[src/rtl/ifd_pkg.sv]
// Shared constants and record types for the byte-stream instruction decoder.
// Assumes byte-wide instructions with 2-bit register fields and at most
// three trailing immediate bytes.
package ifd_pkg;
    localparam int BYTE_W  = 8;
    localparam int REG_W   = 2;
    localparam int IMM_MAX = 3;
    localparam int IMM_W   = IMM_MAX * BYTE_W;
    localparam int CNT_W   = $clog2(IMM_MAX + 1);
    localparam int LEN_W   = $clog2(IMM_MAX + 2);

    // Low-nibble boundaries between formats
    localparam logic [3:0] ONE_FIRST   = 4'd8;
    localparam logic [3:0] ZERO_SEL    = 4'd15;
    // Opcodes that carry immediates
    localparam logic [3:0] TWO_IMM_OP  = 4'd7;
    localparam logic [3:0] ONE_IMM1_OP = 4'd13;
    localparam logic [3:0] ONE_IMMV_OP = 4'd14;

    typedef enum logic [1:0] {
        FMT_TWO  = 2'd0,
        FMT_ONE  = 2'd1,
        FMT_ZERO = 2'd2
    } fmt_e;

    // Result of classifying a leading byte
    typedef struct packed {
        fmt_e              fmt;
        logic [BYTE_W-1:0] opcode;
        logic [REG_W-1:0]  dst;
        logic [REG_W-1:0]  src;
        logic [CNT_W-1:0]  nimm;
        logic              illegal;
    } lead_t;

    // Complete decoded instruction
    typedef struct packed {
        fmt_e              fmt;
        logic [BYTE_W-1:0] opcode;
        logic [REG_W-1:0]  dst;
        logic [REG_W-1:0]  src;
        logic [IMM_W-1:0]  imm;
        logic [LEN_W-1:0]  len;
        logic              illegal;
    } rec_t;
endpackage

[src/rtl/ifd_classify.sv]
// Leading-byte classifier: purely combinational.
// Splits the byte into format, opcode, register fields and immediate count.
// Assumes the low nibble selects the format; unused fields are driven to 0.
module ifd_classify
    import ifd_pkg::*;
(
    input  logic [BYTE_W-1:0] lead_byte,
    output lead_t             info
);
    logic [3:0]       lo_nib;
    logic [3:0]       hi_nib;
    logic [REG_W-1:0] top_pair;

    assign lo_nib   = lead_byte[3:0];
    assign hi_nib   = lead_byte[7:4];
    assign top_pair = lead_byte[7:6];

    // Decode fields and immediate count from the leading byte
    always_comb begin
        info = '0;
        if (lo_nib < ONE_FIRST) begin
            info.fmt    = FMT_TWO;
            info.opcode = {4'b0000, lo_nib};
            info.dst    = lead_byte[5:4];
            info.src    = top_pair;
            info.nimm   = (lo_nib == TWO_IMM_OP) ? CNT_W'(1) : '0;
        end else if (lo_nib != ZERO_SEL) begin
            info.fmt    = FMT_ONE;
            info.opcode = {2'b00, top_pair, lo_nib};
            info.dst    = lead_byte[5:4];
            if (lo_nib == ONE_IMM1_OP)
                info.nimm = CNT_W'(1);
            else if (lo_nib == ONE_IMMV_OP)
                info.nimm = CNT_W'(top_pair);
            else
                info.nimm = '0;
        end else begin
            info.fmt    = FMT_ZERO;
            info.opcode = lead_byte;
            unique case (hi_nib)
                4'd0, 4'd1, 4'd2, 4'd3: info.nimm = '0;
                4'd4, 4'd5:             info.nimm = CNT_W'(2);
                4'd6, 4'd7:             info.nimm = CNT_W'(1);
                4'd8:                   info.nimm = CNT_W'(3);
                default:                info.illegal = 1'b1;
            endcase
        end
    end
endmodule

[src/rtl/ifd_pc.sv]
// Program counter: loads a jump target or steps by one per byte taken.
// Assumes load and step are never both needed; load wins.
module ifd_pc #(
    parameter int                ADDR_W   = 16,
    parameter logic [ADDR_W-1:0] RESET_PC = '0
) (
    input  logic              clk,
    input  logic              rst_n,
    input  logic              load,
    input  logic [ADDR_W-1:0] load_addr,
    input  logic              step,
    output logic [ADDR_W-1:0] pc
);
    // Hold, step or reload the counter
    always_ff @(posedge clk) begin
        if (!rst_n)
            pc <= RESET_PC;
        else if (load)
            pc <= load_addr;
        else if (step)
            pc <= pc + ADDR_W'(1);
    end
endmodule

[src/rtl/ifd_hold.sv]
// Output slot: holds one decoded record under a valid/ready handshake.
// Assumes load is only raised when slot_free is high.
module ifd_hold
    import ifd_pkg::*;
(
    input  logic clk,
    input  logic rst_n,
    input  logic flush,
    input  logic load,
    input  rec_t load_rec,
    input  logic ready,
    output logic valid,
    output rec_t rec,
    output logic slot_free
);
    assign slot_free = !valid || ready;

    // Track whether the slot is occupied
    always_ff @(posedge clk) begin
        if (!rst_n)
            valid <= 1'b0;
        else if (flush)
            valid <= 1'b0;
        else if (load)
            valid <= 1'b1;
        else if (ready)
            valid <= 1'b0;
    end

    // Capture a record when one completes
    always_ff @(posedge clk) begin
        if (!rst_n)
            rec <= '0;
        else if (load && !flush)
            rec <= load_rec;
    end
endmodule

[src/rtl/byte_insn_decoder.sv]
// Variable-length instruction fetch and decode front end.
// Reads one byte per cycle from a combinational-read ROM, classifies the
// leading byte, gathers trailing immediates and hands a full record to the
// execute stage. Assumes rom_data reflects rom_addr in the same cycle.
module byte_insn_decoder
    import ifd_pkg::*;
#(
    parameter int                ADDR_W   = 16,
    parameter logic [ADDR_W-1:0] RESET_PC = '0
) (
    input  logic              clk,
    input  logic              rst_n,
    output logic [ADDR_W-1:0] rom_addr,
    input  logic [7:0]        rom_data,
    input  logic              jmp_load,
    input  logic [ADDR_W-1:0] jmp_addr,
    output logic              dec_valid,
    input  logic              dec_ready,
    output logic [1:0]        dec_fmt,
    output logic [7:0]        dec_opcode,
    output logic [1:0]        dec_dst,
    output logic [1:0]        dec_src,
    output logic [23:0]       dec_imm,
    output logic [2:0]        dec_len,
    output logic              dec_illegal
);
    typedef enum logic { PH_LEAD, PH_IMM } phase_e;

    phase_e           phase;
    rec_t             work;
    logic [CNT_W-1:0] remain;
    logic [CNT_W-1:0] idx;

    lead_t            info;
    rec_t             lead_rec;
    rec_t             done_rec;
    rec_t             out_rec;
    logic [IMM_W-1:0] imm_merged;
    logic             finishing;
    logic             step;
    logic             done;
    logic             slot_free;
    logic [ADDR_W-1:0] pc;

    ifd_classify u_classify (
        .lead_byte (rom_data),
        .info      (info)
    );

    // Build the record a leading byte would produce on its own
    always_comb begin
        lead_rec         = '0;
        lead_rec.fmt     = info.fmt;
        lead_rec.opcode  = info.opcode;
        lead_rec.dst     = info.dst;
        lead_rec.src     = info.src;
        lead_rec.illegal = info.illegal;
        lead_rec.len     = LEN_W'(info.nimm) + LEN_W'(1);
    end

    // Insert the current ROM byte into the immediate lane it belongs to
    always_comb begin
        imm_merged = work.imm;
        for (int k = 0; k < IMM_MAX; k++) begin
            if (idx == CNT_W'(k))
                imm_merged[k*BYTE_W +: BYTE_W] = rom_data;
        end
    end

    // Decide whether this byte completes an instruction and may be taken
    always_comb begin
        finishing = (phase == PH_LEAD) ? (info.nimm == '0) : (remain == CNT_W'(1));
        step      = !jmp_load && (!finishing || slot_free);
        done      = step && finishing;
        if (phase == PH_LEAD) begin
            done_rec = lead_rec;
        end else begin
            done_rec     = work;
            done_rec.imm = imm_merged;
        end
    end

    // Sequence leading byte then immediates, flushing on a jump
    always_ff @(posedge clk) begin
        if (!rst_n) begin
            phase  <= PH_LEAD;
            remain <= '0;
            idx    <= '0;
            work   <= '0;
        end else if (jmp_load) begin
            phase  <= PH_LEAD;
            remain <= '0;
            idx    <= '0;
        end else if (step) begin
            if (phase == PH_LEAD) begin
                if (info.nimm != '0) begin
                    work   <= lead_rec;
                    remain <= info.nimm;
                    idx    <= '0;
                    phase  <= PH_IMM;
                end
            end else begin
                work.imm <= imm_merged;
                remain   <= remain - CNT_W'(1);
                idx      <= idx + CNT_W'(1);
                if (remain == CNT_W'(1))
                    phase <= PH_LEAD;
            end
        end
    end

    ifd_pc #(
        .ADDR_W   (ADDR_W),
        .RESET_PC (RESET_PC)
    ) u_pc (
        .clk       (clk),
        .rst_n     (rst_n),
        .load      (jmp_load),
        .load_addr (jmp_addr),
        .step      (step),
        .pc        (pc)
    );

    ifd_hold u_hold (
        .clk       (clk),
        .rst_n     (rst_n),
        .flush     (jmp_load),
        .load      (done),
        .load_rec  (done_rec),
        .ready     (dec_ready),
        .valid     (dec_valid),
        .rec       (out_rec),
        .slot_free (slot_free)
    );

    assign rom_addr    = pc;
    assign dec_fmt     = out_rec.fmt;
    assign dec_opcode  = out_rec.opcode;
    assign dec_dst     = out_rec.dst;
    assign dec_src     = out_rec.src;
    assign dec_imm     = out_rec.imm;
    assign dec_len     = out_rec.len;
    assign dec_illegal = out_rec.illegal;
endmodule

[config.mk]
export PLATFORM = sky130hd
export DESIGN_NAME = byte_insn_decoder
export DESIGN_NICKNAME = d
export VERILOG_FILES = /design/src/rtl/ifd_pkg.sv /design/src/rtl/ifd_classify.sv /design/src/rtl/ifd_pc.sv /design/src/rtl/ifd_hold.sv /design/src/rtl/byte_insn_decoder.sv
export SDC_FILE = /design/constraint.sdc
export NUM_CORES = 1
export LEC_CHECK = 0
export BUFFER_PORTS_ARGS = -buffer_cell sky130_fd_sc_hd__buf_4
export CAP_MARGIN = 20
export CELL_PAD_IN_SITES_DETAIL_PLACEMENT = 2
export CELL_PAD_IN_SITES_GLOBAL_PLACEMENT = 2
export CORE_ASPECT_RATIO = 0.6
export CORE_MARGIN = 2
export CORE_UTILIZATION = 35
export DETAILED_ROUTE_END_ITERATION = 12
export GPL_TIMING_DRIVEN = 0
export PLACE_DENSITY = 0.87
export SLEW_MARGIN = 20
export SYNTH_ARGS = -nofsm -noshare
export SYNTH_HDL_FRONTEND = slang
export SYNTH_HIERARCHICAL = 1
export SYNTH_SLANG_ARGS = --single-unit
[constraint.sdc]
create_clock -name clk -period 3.9 [get_ports clk]
set_input_delay 0.78 -clock clk [delete_from_list [all_inputs] [get_ports clk]]
set_output_delay 0.78 -clock clk [all_outputs]
set_load 0.01 [all_outputs]
### Yosys cells after proc, flatten, opt, wreduce, memory -nomap -nowiden

Index checks and enable logic that the tools add are counted.

| storage, ports and cells | value |
|---|---|
| input port bits | 28 |
| register bits after elaboration | 106 |
| output and inout bits | 59 |

| operators by class | value |
|---|---|
| eq/ne operators | 15 |
| magnitude comparators | 1 |
| reductions and logical operators | 22 |
| muxes and demuxes | 31 |
| bitwise logic cells | 3 |
| add/sub/neg operators | 4 |

Operators with widths:

| kind | count |
|---|---|
| two-way mux 42 bit | 1 |
| two-way mux 16 bit | 2 |
| two-way mux 28 bit | 1 |
| two-way mux 24 bit | 1 |
| two-way mux 8 bit | 3 |
| equality test 4 x 3 -> 1 bit (second input constant) | 5 |
| two-way mux 2 bit | 10 |
| adder 16 x 1 -> 16 bit (second input constant) | 1 |
| equality test 4 bit (second input constant) | 3 |
| two-way mux 12 bit | 1 |
| two-way mux 1 bit | 10 |
| two-way mux 10 bit | 1 |
| OR reduction 9 bit | 1 |
| equality test 4 x 2 -> 1 bit (second input constant) | 2 |
| nonzero test 2 bit | 4 |
| case mux 2 bit (3 select lines) | 1 |
| OR reduction 2 bit | 3 |
| equality test 2 x 1 -> 1 bit (second input constant) | 2 |
| equality test 4 x 1 -> 1 bit (second input constant) | 1 |
| zero test 2 bit | 2 |
| zero test 4 bit | 1 |
| < comparator 4 bit (second input constant) | 1 |
| inequality test 4 bit (second input constant) | 1 |
| AND reduction 4 bit | 1 |
| other kinds (10) | 17 |

### Logic depth before layout (Yosys ltp)

Gate-level depths: netlist of run 1.

| depth | value |
|---|---|
| depth after elaboration | 12 |
| mapped depth | 16 |
| gate-level depth less buffers | 12 |

### Cells and area by module

The synthesis of run 1 kept the hierarchy.

Modules (own cells, without submodules):

| module | cells an instance | instances | area an instance (sq um) | seq. area each (sq um) |
|---|---|---|---|---|
| byte_insn_decoder | 311 | 1 | 2855.2 | 940.9 |
| ifd_hold | 188 | 1 | 1803.0 | 860.8 |
| ifd_pc | 99 | 1 | 919.6 | 320.3 |
| ifd_classify | 30 | 1 | 216.5 | 0.0 |

### Least setup slack after synthesis of run 1

No wires, ideal clock.

| timing path | value |
|---|---|
| path kind | input to register |
| start point | input port rom_data[4] |
| end point | register u_pc.pc[12] |
| arrival time | 3414 ps |
| stages | 16 |
| path buffers | 4 |
| library setup time | 133 ps |
| path slack | 354 ps |
| cells stage by stage | or3b_1 > a21oi_1 > o2111a_1 > inv_1 > ha_1 > nor2b_1 > buf_4 > buf_4 > a21oi_1 > o21a_1 > buf_6 > nand4_4 > buf_6 > nor4_2 > xnor2_1 > a21oi_1 |

RTL lines:

| item | line | RTL |
|---|---|---|
| start: declaration | byte_insn_decoder.sv:14 | `input logic [7:0] rom_data,` |
| end signal: assignment | ifd_pc.sv:19 | `pc <= load_addr;` |
| end signal: assignment | ifd_pc.sv:21 | `pc <= pc + ADDR_W'(1);` |
| end: declaration | ifd_pc.sv:12 | `output logic [ADDR_W-1:0] pc` |

==> metrics.cfg, run 1 <==
[placement]
portBuffers = 86
hpwl_um = 14600
placedInstanceArea_sq_um = 6700
place_congestion = 0.842

[final_layout]
nets = 760
syn_to_final_growth_pct = 21.1
fin_area_sq_um = 7020
diodes = 0
layout-drive-gt1-share_pct = 22.1

[logic_synthesis]
netlist_area_sq_um = 5790
synthAdderAreaFrac_pct = 1.51
ys_seq_area_share_pct = 36.6
synth.distinct_cells = 51
synth_common_cells = 131 x nand2_1, 106 x dfxtp_1, 71 x mux2i_1, 41 x a21boi_1, 32 x nor2b_1
synth_edf_count = 0
synth_top_family_by_area = simple AND/OR/NAND/NOR gates
synth-main-ff-cell = dfxtp_1
synthXorXnorAreaFrac_pct = 2.27
synthSimpleGateAreaFrac_pct = 22.3
yosysTopAreaCellShare_pct = 36.6
synth_compound_area_share_pct = 13.5
synthCells = 628
syn-num-nets = 663
syn_area_per_cell_sq_um = 9.23
yosysTopAreaCell = dfxtp_1
synth_seq_cells = 106
synthArstFlopShare_pct = 0
synthTopCellsByArea = dfxtp_1 37%, mux2i_1 12%, nand2_1 8.5%, a21boi_1 5.3%, nand4b_1 3.6%
ys.warnings.count = 6
synth.area.mux_share_pct = 15.6
yosysMostFrequentCell = nand2_1

[setup_path]
r2r_end = u_pc/pc[11]$_SDFFE_PN0P_
path_buf_inv = 6
r2r_setup_slack_ns = 1.48
crit_required_ns = 4.12
crit_top_cell = buf_4
r2r_cells = 12
reg2reg_from = phase$_SDFFE_PP0P_
critical-path-top-delay-family = simple AND/OR/NAND/NOR gates
critPathSlowestCell = or3b_1
path_cells = buf_4 -> or3b_1 -> a21oi_1 -> o2111a_1 -> inv_1 -> ha_2 -> nor2b_1 -> buf_4 -> buf_4 -> a21oi_4 -> o21a_1 -> buf_6 -> nand4_4 -> buf_6 -> nor4_2 -> xnor2_1 -> a21oi_1
worstPathMaxFanout = 10
cp-end-kind = flop
worstSetupStartpoint = rom_data[4]
cp-start-kind = input port
arrival_ns = 3.99
crit_type = input port to flop
critPathMaxStageDelay_ns = 0.43

[grt]
antenna_found_initial = 0
grt_max_degree = 19
track_usage_pct = 23.1
grt_pass1_wl_um = 31600
grt_pass1_vias = 5455
grt_overflow = 0

[cts]
numCtsBuffers = 9
clock_latency_ns = 0.37
cts_root_buf = clkbuf_16
post-cts-setup-buffer-count = 0
cts.sinks = 106
clk_pin_slew_ns = 0.07
cts_buffer_depth = 2
cts_tree = done
cts.htree.levels = 3
cts.repair.resized = 1
hold_buffers = 0

[sta]
skew_ns = 0.00943
fmax_mhz = 265
setup_tns_ns = 0
post-route-period-util_pct = 96.7
max_slew_margin_pct = 61.0
setup_viol = 0
min_period_ns = 3.77
grt_setup_unrepaired = no
slew_viol_final = 0
hold_viol_final = 0
worst_pin_slew_ns = 0.585

[detailed_routing]
routedWlPerCell_um = 21.3
routed_wirelength_um = 20000
drt_drc_violations_left = 0
drt_iter0_drc = 260
num_vias = 5024
first_pass_iters = 4
drtAntennaViolNets = 0
vias_per_cell = 5.36

[min_path]
min_to = u_hold/rec[24]$_SDFFE_PN0P_
hp-class = flop to flop
hold_depth = 2
min_from = u_hold/rec[24]$_SDFFE_PN0P_

[floorplanning]
start_util_pct = 35.7
die_area_sq_um = 17600
num_rows = 36
die_h_um = 104
dieWidth_um = 170
core_sq_um = 16200
boundaryPins = 87

[pwr]
max-vdd-ir-drop_v = 0.000218
powerDensity_nw_per_um2 = 347
leakagePower_nw = 2.68

[status]
status = finished, final reports clean

[run]
maxCapViolations = 0

[sequential cells by signal, summed over array words and instances (netlist names)]
name / flops
u_hold/valid: 1
idx: 2
remain: 2
u_hold/rec: 42
phase: 1
u_pc/pc: 16
work: 42
[power by group]
group / internal, W / total, W / switching, W / leakage, nW
combinational: 0.000149 / 0.000350 / 0.000201 / 1.68
sequential: 0.00111 / 0.00114 / 0.0000288 / 0.860
clock: 0.000510 / 0.000944 / 0.000434 / 0.140
[tightest hold or removal path, stage by stage (launching register included)]
cell	delay, ns
dfxtp_1	0.31
nand2_1	0.05
mux2i_1	0.05
[cell type report]
| class | instances | area, sq um |
|---|---|---|
| buffer | 58 | 437 |
| clock buffer | 10 | 239 |
| clock inverter | 5 | 55.1 |
| fill | 1783 | 9200 |
| inverter | 12 | 45.0 |
| multi-input combinational | 452 | 3210 |
| sequential | 106 | 2120 |
| tap | 209 | 262 |
| timing repair buffer | 86 | 646 |
[metal layers]
metal | wire length [um] | GRT usage [%]
met5 | 0 | 0
met4 | 212 | 4.82
met3 | 899 | 3.97
met2 | 9240 | 37.4
met1 | 9670 | 32.2
[worst max-delay path by stage]
stage	to	slack (ns)	cells after the start
floorplan	u_pc/pc[12]$_SDFFE_PN0P_	0.35	16
global placement	u_pc/pc[12]$_SDFFE_PN0P_	-0.26	17
detailed placement	u_pc/pc[14]$_SDFFE_PN0P_	-0.40	17
CTS	u_pc/pc[7]$_SDFFE_PN0P_	0.07	17
global route	u_pc/pc[12]$_SDFFE_PN0P_	0.04	17
finish	u_pc/pc[11]$_SDFFE_PN0P_	0.13	17
[cells in the final DEF, fill, tap and decap left out, types with 2 or more instances in the layout]
cell and n:
nand2b_1 6, xor2_1 3, clkbuf_1 15, and2_1 3
nor4_2 4, xnor2_1 12, nand4_1 6, nand4_4 2
o21ai_0 11, mux2i_1 71, buf_6 8, nand4b_1 24
o31ai_1 26, clkinvlp_4 2, nor2b_1 32, nor3_1 4
mux2_1 17, o211a_1 5, dfxtp_1 106, a311oi_1 2
nand2_1 131, ha_1 6, clkinv_2 2, clkbuf_16 9
a21boi_1 41, buf_4 97, buf_12 5, nand3b_1 3
a21oi_1 15, a31oi_1 2, buf_2 17, nor4_4 2
inv_1 11, nand3_1 4
[cell families after synthesis]
| logic type | Yosys count |
|---|---|
| xor gates and xnor gates | 15 |
| buffers and inverters | 70 |
| muxes | 88 |
| AOI/OAI and AO/OA | 110 |
| adders and majority gates | 7 |
| DFF | 106 |
| and+or+nand+nor | 232 |
[metrics by stage]
step | utilization (%) | hold WS [ns] | power, W | instances | setup slack (ns)
after floorplan | - | 0.433 | 0.00136 | 628 | 0.354
after global placement | 41.3 | 0.437 | 0.00148 | 923 | -0.259
after detailed placement | 41.3 | 0.452 | 0.00151 | 923 | -0.399
after CTS | 43.2 | 0.463 | 0.00245 | 938 | 0.0707
after global routing | 43.3 | 0.481 | 0.00253 | 938 | 0.0430
final | 43.3 | 0.459 | 0.00243 | 938 | 0.130
(Power assumes the default switching activity.)
==> run 2: changes to the inputs <==
Settings changed: RECOVER_POWER set to 100.
==> metrics.cfg, run 2 (synthesis results as in run 1) <==
[status]
status = finished, final reports clean

[detailed_routing]
drt_iter0_drc = 266
drtAntennaViolNets = 0
num_vias = 5016
drt_drc_violations_left = 0
routed_wirelength_um = 20000
routedWlPerCell_um = 21.3
first_pass_iters = 4
vias_per_cell = 5.35

[setup_path]
cp-start-kind = input port
worstPathMaxFanout = 10
r2r_cells = 12
crit_type = input port to flop
crit_required_ns = 4.12
arrival_ns = 3.94
cp-end-kind = flop

[final_layout]
reg.largest.list = u_hold/rec x42, work x42, u_pc/pc x16
final_common_cell = nand2_1
layout-drive-gt1-share_pct = 13.2
nets = 760
syn_to_final_growth_pct = 16.5
final_cell_mix = 131 x nand2_1, 106 x dfxtp_1, 76 x clkbuf_1
diodes = 0

[sta]
post-route-period-util_pct = 95.4
hold_viol_final = 0
fmax_mhz = 269
setup_viol = 0
holdWs_ns = 0.459
grt_setup_unrepaired = no
skew_ns = 0.00955
max_slew_margin_pct = 23.4
slew_viol_final = 0
worst_pin_slew_ns = 1.14
setup_tns_ns = 0
min_period_ns = 3.72

[floorplanning]
boundaryPins = 87
die_area_sq_um = 17600
num_rows = 36
core_sq_um = 16200
start_util_pct = 35.7
dieWidth_um = 170
die_h_um = 104

[cts]
post-cts-setup-buffer-count = 0
cts_root_buf = clkbuf_16
numCtsBuffers = 9
hold_buffers = 0
cts_tree = done
cts.sinks = 106
cts_buffer_depth = 2
clk_pin_slew_ns = 0.07
cts.repair.resized = 1
clock_latency_ns = 0.37
cts.htree.levels = 3

[pwr]
leakagePower_nw = 2.38
max-vdd-ir-drop_v = 0.000217
powerDensity_nw_per_um2 = 357

[placement]
portBuffers = 86
place_congestion = 0.842
hpwl_um = 14600

[grt]
grt_pass1_vias = 5455
track_usage_pct = 23.1
grt_max_degree = 19
grt_overflow = 0
grt_pass1_wl_um = 31600
antenna_found_initial = 0

[min_path]
hold_depth = 2
hp-class = flop to flop

[run]
maxCapViolations = 0

run 2: cell types whose count changed in the layout (fill, tap and decap cells not counted), sizes merged:
cell / before / now
clkbuf: 26 / 87
buf: 128 / 67
run 2: per-stage QoR:
stage               area, sq um  setup slack [ns]  cells  util, %  total power (W)
finish                     6750             0.178    938     41.6          0.00241
global route               6750            0.0398    938     41.6          0.00251
CTS                        7000            0.0707    938     43.2          0.00245
detailed placement         6700            -0.399    923     41.3          0.00151
global placement           6700            -0.259    923     41.3          0.00148
floorplan                  5790             0.354    628        -          0.00136
run 2: critical path, cell delays in order:
cell and delay (ns):
buf_4 0.16, or3b_1 0.41, a21oi_1 0.13, o2111a_1 0.27
inv_1 0.07, ha_2 0.21, nor2b_1 0.16, buf_4 0.18
buf_4 0.19, a21oi_4 0.16, o21a_1 0.19, buf_6 0.15
nand4_4 0.11, buf_6 0.18, nor4_2 0.31, xnor2_1 0.16
a21oi_1 0.10
run 2: path summary, 6_finish.rpt:
check | slack [ns] | endpoint | startpoint
max reg2reg | 1.50 | u_pc/pc[14]$_SDFFE_PN0P_ | phase$_SDFFE_PP0P_
min reg2reg | 0.46 | u_hold/rec[17]$_SDFFE_PN0P_ | u_hold/rec[17]$_SDFFE_PN0P_
min | 0.46 | u_hold/rec[17]$_SDFFE_PN0P_ | u_hold/rec[17]$_SDFFE_PN0P_
max | 0.18 | u_pc/pc[14]$_SDFFE_PN0P_ | rom_data[4]
run 2: final cells by class:
type                       instances  area, sq um
sequential                       106         2120
inverter                          12         45.0
buffer                            58          434
tap                              209          262
clock inverter                     5         55.1
fill                            1826         9470
clock buffer                      10          239
multi-input combinational        452         3170
timing repair buffer              86          424
run 2: report_power, final:
| group | leakage, nW | internal [W] | total, W | switching [W] |
|---|---|---|---|---|
| Combinational | 1.38 | 0.000132 | 0.000331 | 0.000199 |
| Clock | 0.140 | 0.000510 | 0.000945 | 0.000435 |
| Sequential | 0.860 | 0.00111 | 0.00114 | 0.0000282 |
run 2: routing by layer:
metal	vias up	part of all wire [%]	GRT usage, %
li1	2383	-	-
met1	2508	48	32.2
met2	112	46	37.4
met3	13	4.8	3.97
met4	0	0.76	4.82
met5	-	0	0
==> run 3: changes to the inputs <==
Settings changed: ABC_AREA set to 1, BUFFER_PORTS_ARGS -buffer_cell sky130_fd_sc_hd__buf_4 to -buffer_cell sky130_fd_sc_hd__buf_2, CORE_UTILIZATION 35 to 30.
==> metrics.cfg, run 3 <==
[status]
status = finished, final reports clean

[cts]
numCtsBuffers = 9
clock_latency_ns = 0.36
post-cts-setup-buffer-count = 0
cts.htree.levels = 3
cts_root_buf = clkbuf_16
cts.sinks = 106
hold_buffers = 0
cts.repair.resized = 0
clk_pin_slew_ns = 0.08
cts_tree = done
cts_buffer_depth = 2

[logic_synthesis]
ys.warnings.count = 6
ys_seq_area_share_pct = 37.0
syn-num-nets = 948
synthTopCellsByArea = dfxtp_1 37%, nand2_1 14%, nor2_1 12%, inv_1 9.3%, nand3_1 6.2%
yosysTopAreaCell = dfxtp_1
yosysMostFrequentCell = nand2_1
synth.distinct_cells = 30
synthArstFlopShare_pct = 0
synth_common_cells = 214 x nand2_1, 185 x nor2_1, 142 x inv_1, 106 x dfxtp_1, 71 x nand3_1
synthCells = 913
synth-main-ff-cell = dfxtp_1
synth_seq_cells = 106
netlist_area_sq_um = 5730
yosysTopAreaCellShare_pct = 37.0
synth_edf_count = 0
syn_area_per_cell_sq_um = 6.28

[grt]
grt_max_degree = 18
grt_overflow = 0
track_usage_pct = 21.4
antenna_found_initial = 0
grt_pass1_wl_um = 34100
grt_pass1_vias = 6316

[detailed_routing]
routed_wirelength_um = 21000
routedWlPerCell_um = 16.6
drt_drc_violations_left = 0
drt_iter0_drc = 263
first_pass_iters = 4
drtAntennaViolNets = 0
vias_per_cell = 4.74
num_vias = 5973

[final_layout]
layout-drive-gt1-share_pct = 9.06
final_cell_mix = 214 x nand2_1, 185 x nor2_1, 142 x inv_1
syn_to_final_growth_pct = 16.0
final_common_cell = nand2_1
nets = 1045
reg.largest.list = u_hold/rec x42, work x42, u_pc/pc x16
diodes = 0

[floorplanning]
start_util_pct = 30.4
die_area_sq_um = 20300
dieWidth_um = 182
die_h_um = 111
core_sq_um = 18900
boundaryPins = 87
num_rows = 39

[min_path]
hp-class = flop to flop

[setup_path]
cp-start-kind = input port
arrival_ns = 3.84
worstPathMaxFanout = 10
cp-end-kind = flop
crit_required_ns = 4.18
crit_type = input port to flop

[sta]
max_slew_margin_pct = 55.9
skew_ns = 0.0124
hold_viol_final = 0
fmax_mhz = 281
min_period_ns = 3.55
worst_pin_slew_ns = 0.662
setup_tns_ns = 0
slew_viol_final = 0
setup_viol = 0
grt_setup_unrepaired = no
post-route-period-util_pct = 91.2
setup_slack_ns = 0.345

[pwr]
seq_power_share_pct = 45.5
switchingPower_w = 0.000809
internal_power_w = 0.00183
leakagePower_nw = 3.20
max-vdd-ir-drop_v = 0.000214
powerDensity_nw_per_um2 = 397
switching_share_pct = 30.7
p_comb_share_pct = 17.7
clockPowerShare_pct = 36.7

[placement]
portBuffers = 86
post-place-ws_ns = 0.0515
place_congestion = 0.802
hpwl_um = 16000

[run]
maxCapViolations = 0

-- run 3: area by class of cell --
cell class / count / area, sq um
Multi-Input combinational cell: 611 / 2740
Buffer: 51 / 280
Timing Repair Buffer: 86 / 357
Clock buffer: 11 / 243
Sequential cell: 106 / 2120
Tap cell: 246 / 308
Inverter: 145 / 544
Clock inverter: 5 / 61.3
Fill cell: 2376 / 12200
-- run 3: cells by family after synthesis --
family | count (synthesis) | share of synthesized area, %
buffers and inverters | 196 | 15.0
adders and majority gates | 7 | 1.53
DFF | 106 | 37.0
and+or+nand+nor | 499 | 36.1
AOI/OAI and AO/OA | 98 | 9.36
xor gates and xnor gates | 7 | 1.07
-- run 3: final timing paths --
path	to	startpoint	cells after the start	slack (ns)
min	u_hold/rec[31]$_SDFFE_PN0P_	u_hold/rec[31]$_SDFFE_PN0P_	2	0.48
min reg2reg	u_hold/rec[31]$_SDFFE_PN0P_	u_hold/rec[31]$_SDFFE_PN0P_	2	0.48
max reg2reg	u_hold/rec[19]$_SDFFE_PN0P_	remain[0]$_SDFFE_PP0P_	15	1.35
max	u_hold/rec[19]$_SDFFE_PN0P_	rom_data[1]	21	0.35
-- run 3: through the flow --
stage / hold WS, ns / area (sq um) / total power (W) / instances / utilization [%]
detailed placement: 0.469 / 6470 / 0.00171 / 1245 / 34.3
global route: 0.521 / 6650 / 0.00279 / 1261 / 35.2
CTS: 0.487 / 6770 / 0.00269 / 1261 / 35.9
global placement: 0.457 / 6470 / 0.00168 / 1245 / 34.3
floorplan: 0.454 / 5730 / 0.00152 / 913 / -
finish: 0.483 / 6650 / 0.00264 / 1261 / 35.2
-- run 3: routing by layer --
metal  global-route usage (%)  vias to the layer above  part of all wire [%]
met2                     34.2                       93                    44
met4                     3.23                        0                  0.52
li1                         -                     2977                     -
met3                     2.99                        9                   3.0
met1                     31.3                     2894                    53
met5                        0                        -                     0
-- run 3: worst max-delay path, cell delays in order --
cell	delay, ns
buf_2	0.23
nand2_1	0.15
nor2_4	0.28
nand2_1	0.11
nand2_1	0.12
inv_1	0.08
ha_1	0.20
inv_1	0.06
nand2_1	0.06
nand3_1	0.11
buf_6	0.15
nand2_1	0.10
inv_1	0.24
nand2_1	0.13
inv_1	0.08
buf_4	0.18
inv_2	0.07
nor2_4	0.30
buf_6	0.20
nor2_1	0.05
nor2_1	0.12
-- run 3: power by group through the flow --
stage                     sequential [W]  combinational (W)  clock, W
after CTS                        0.00120           0.000490  0.000996
after detailed placement         0.00123           0.000481         0
after global placement           0.00122           0.000458         0
final                            0.00120           0.000468  0.000969
after floorplan                  0.00124           0.000287         0
after global routing             0.00121           0.000532   0.00105
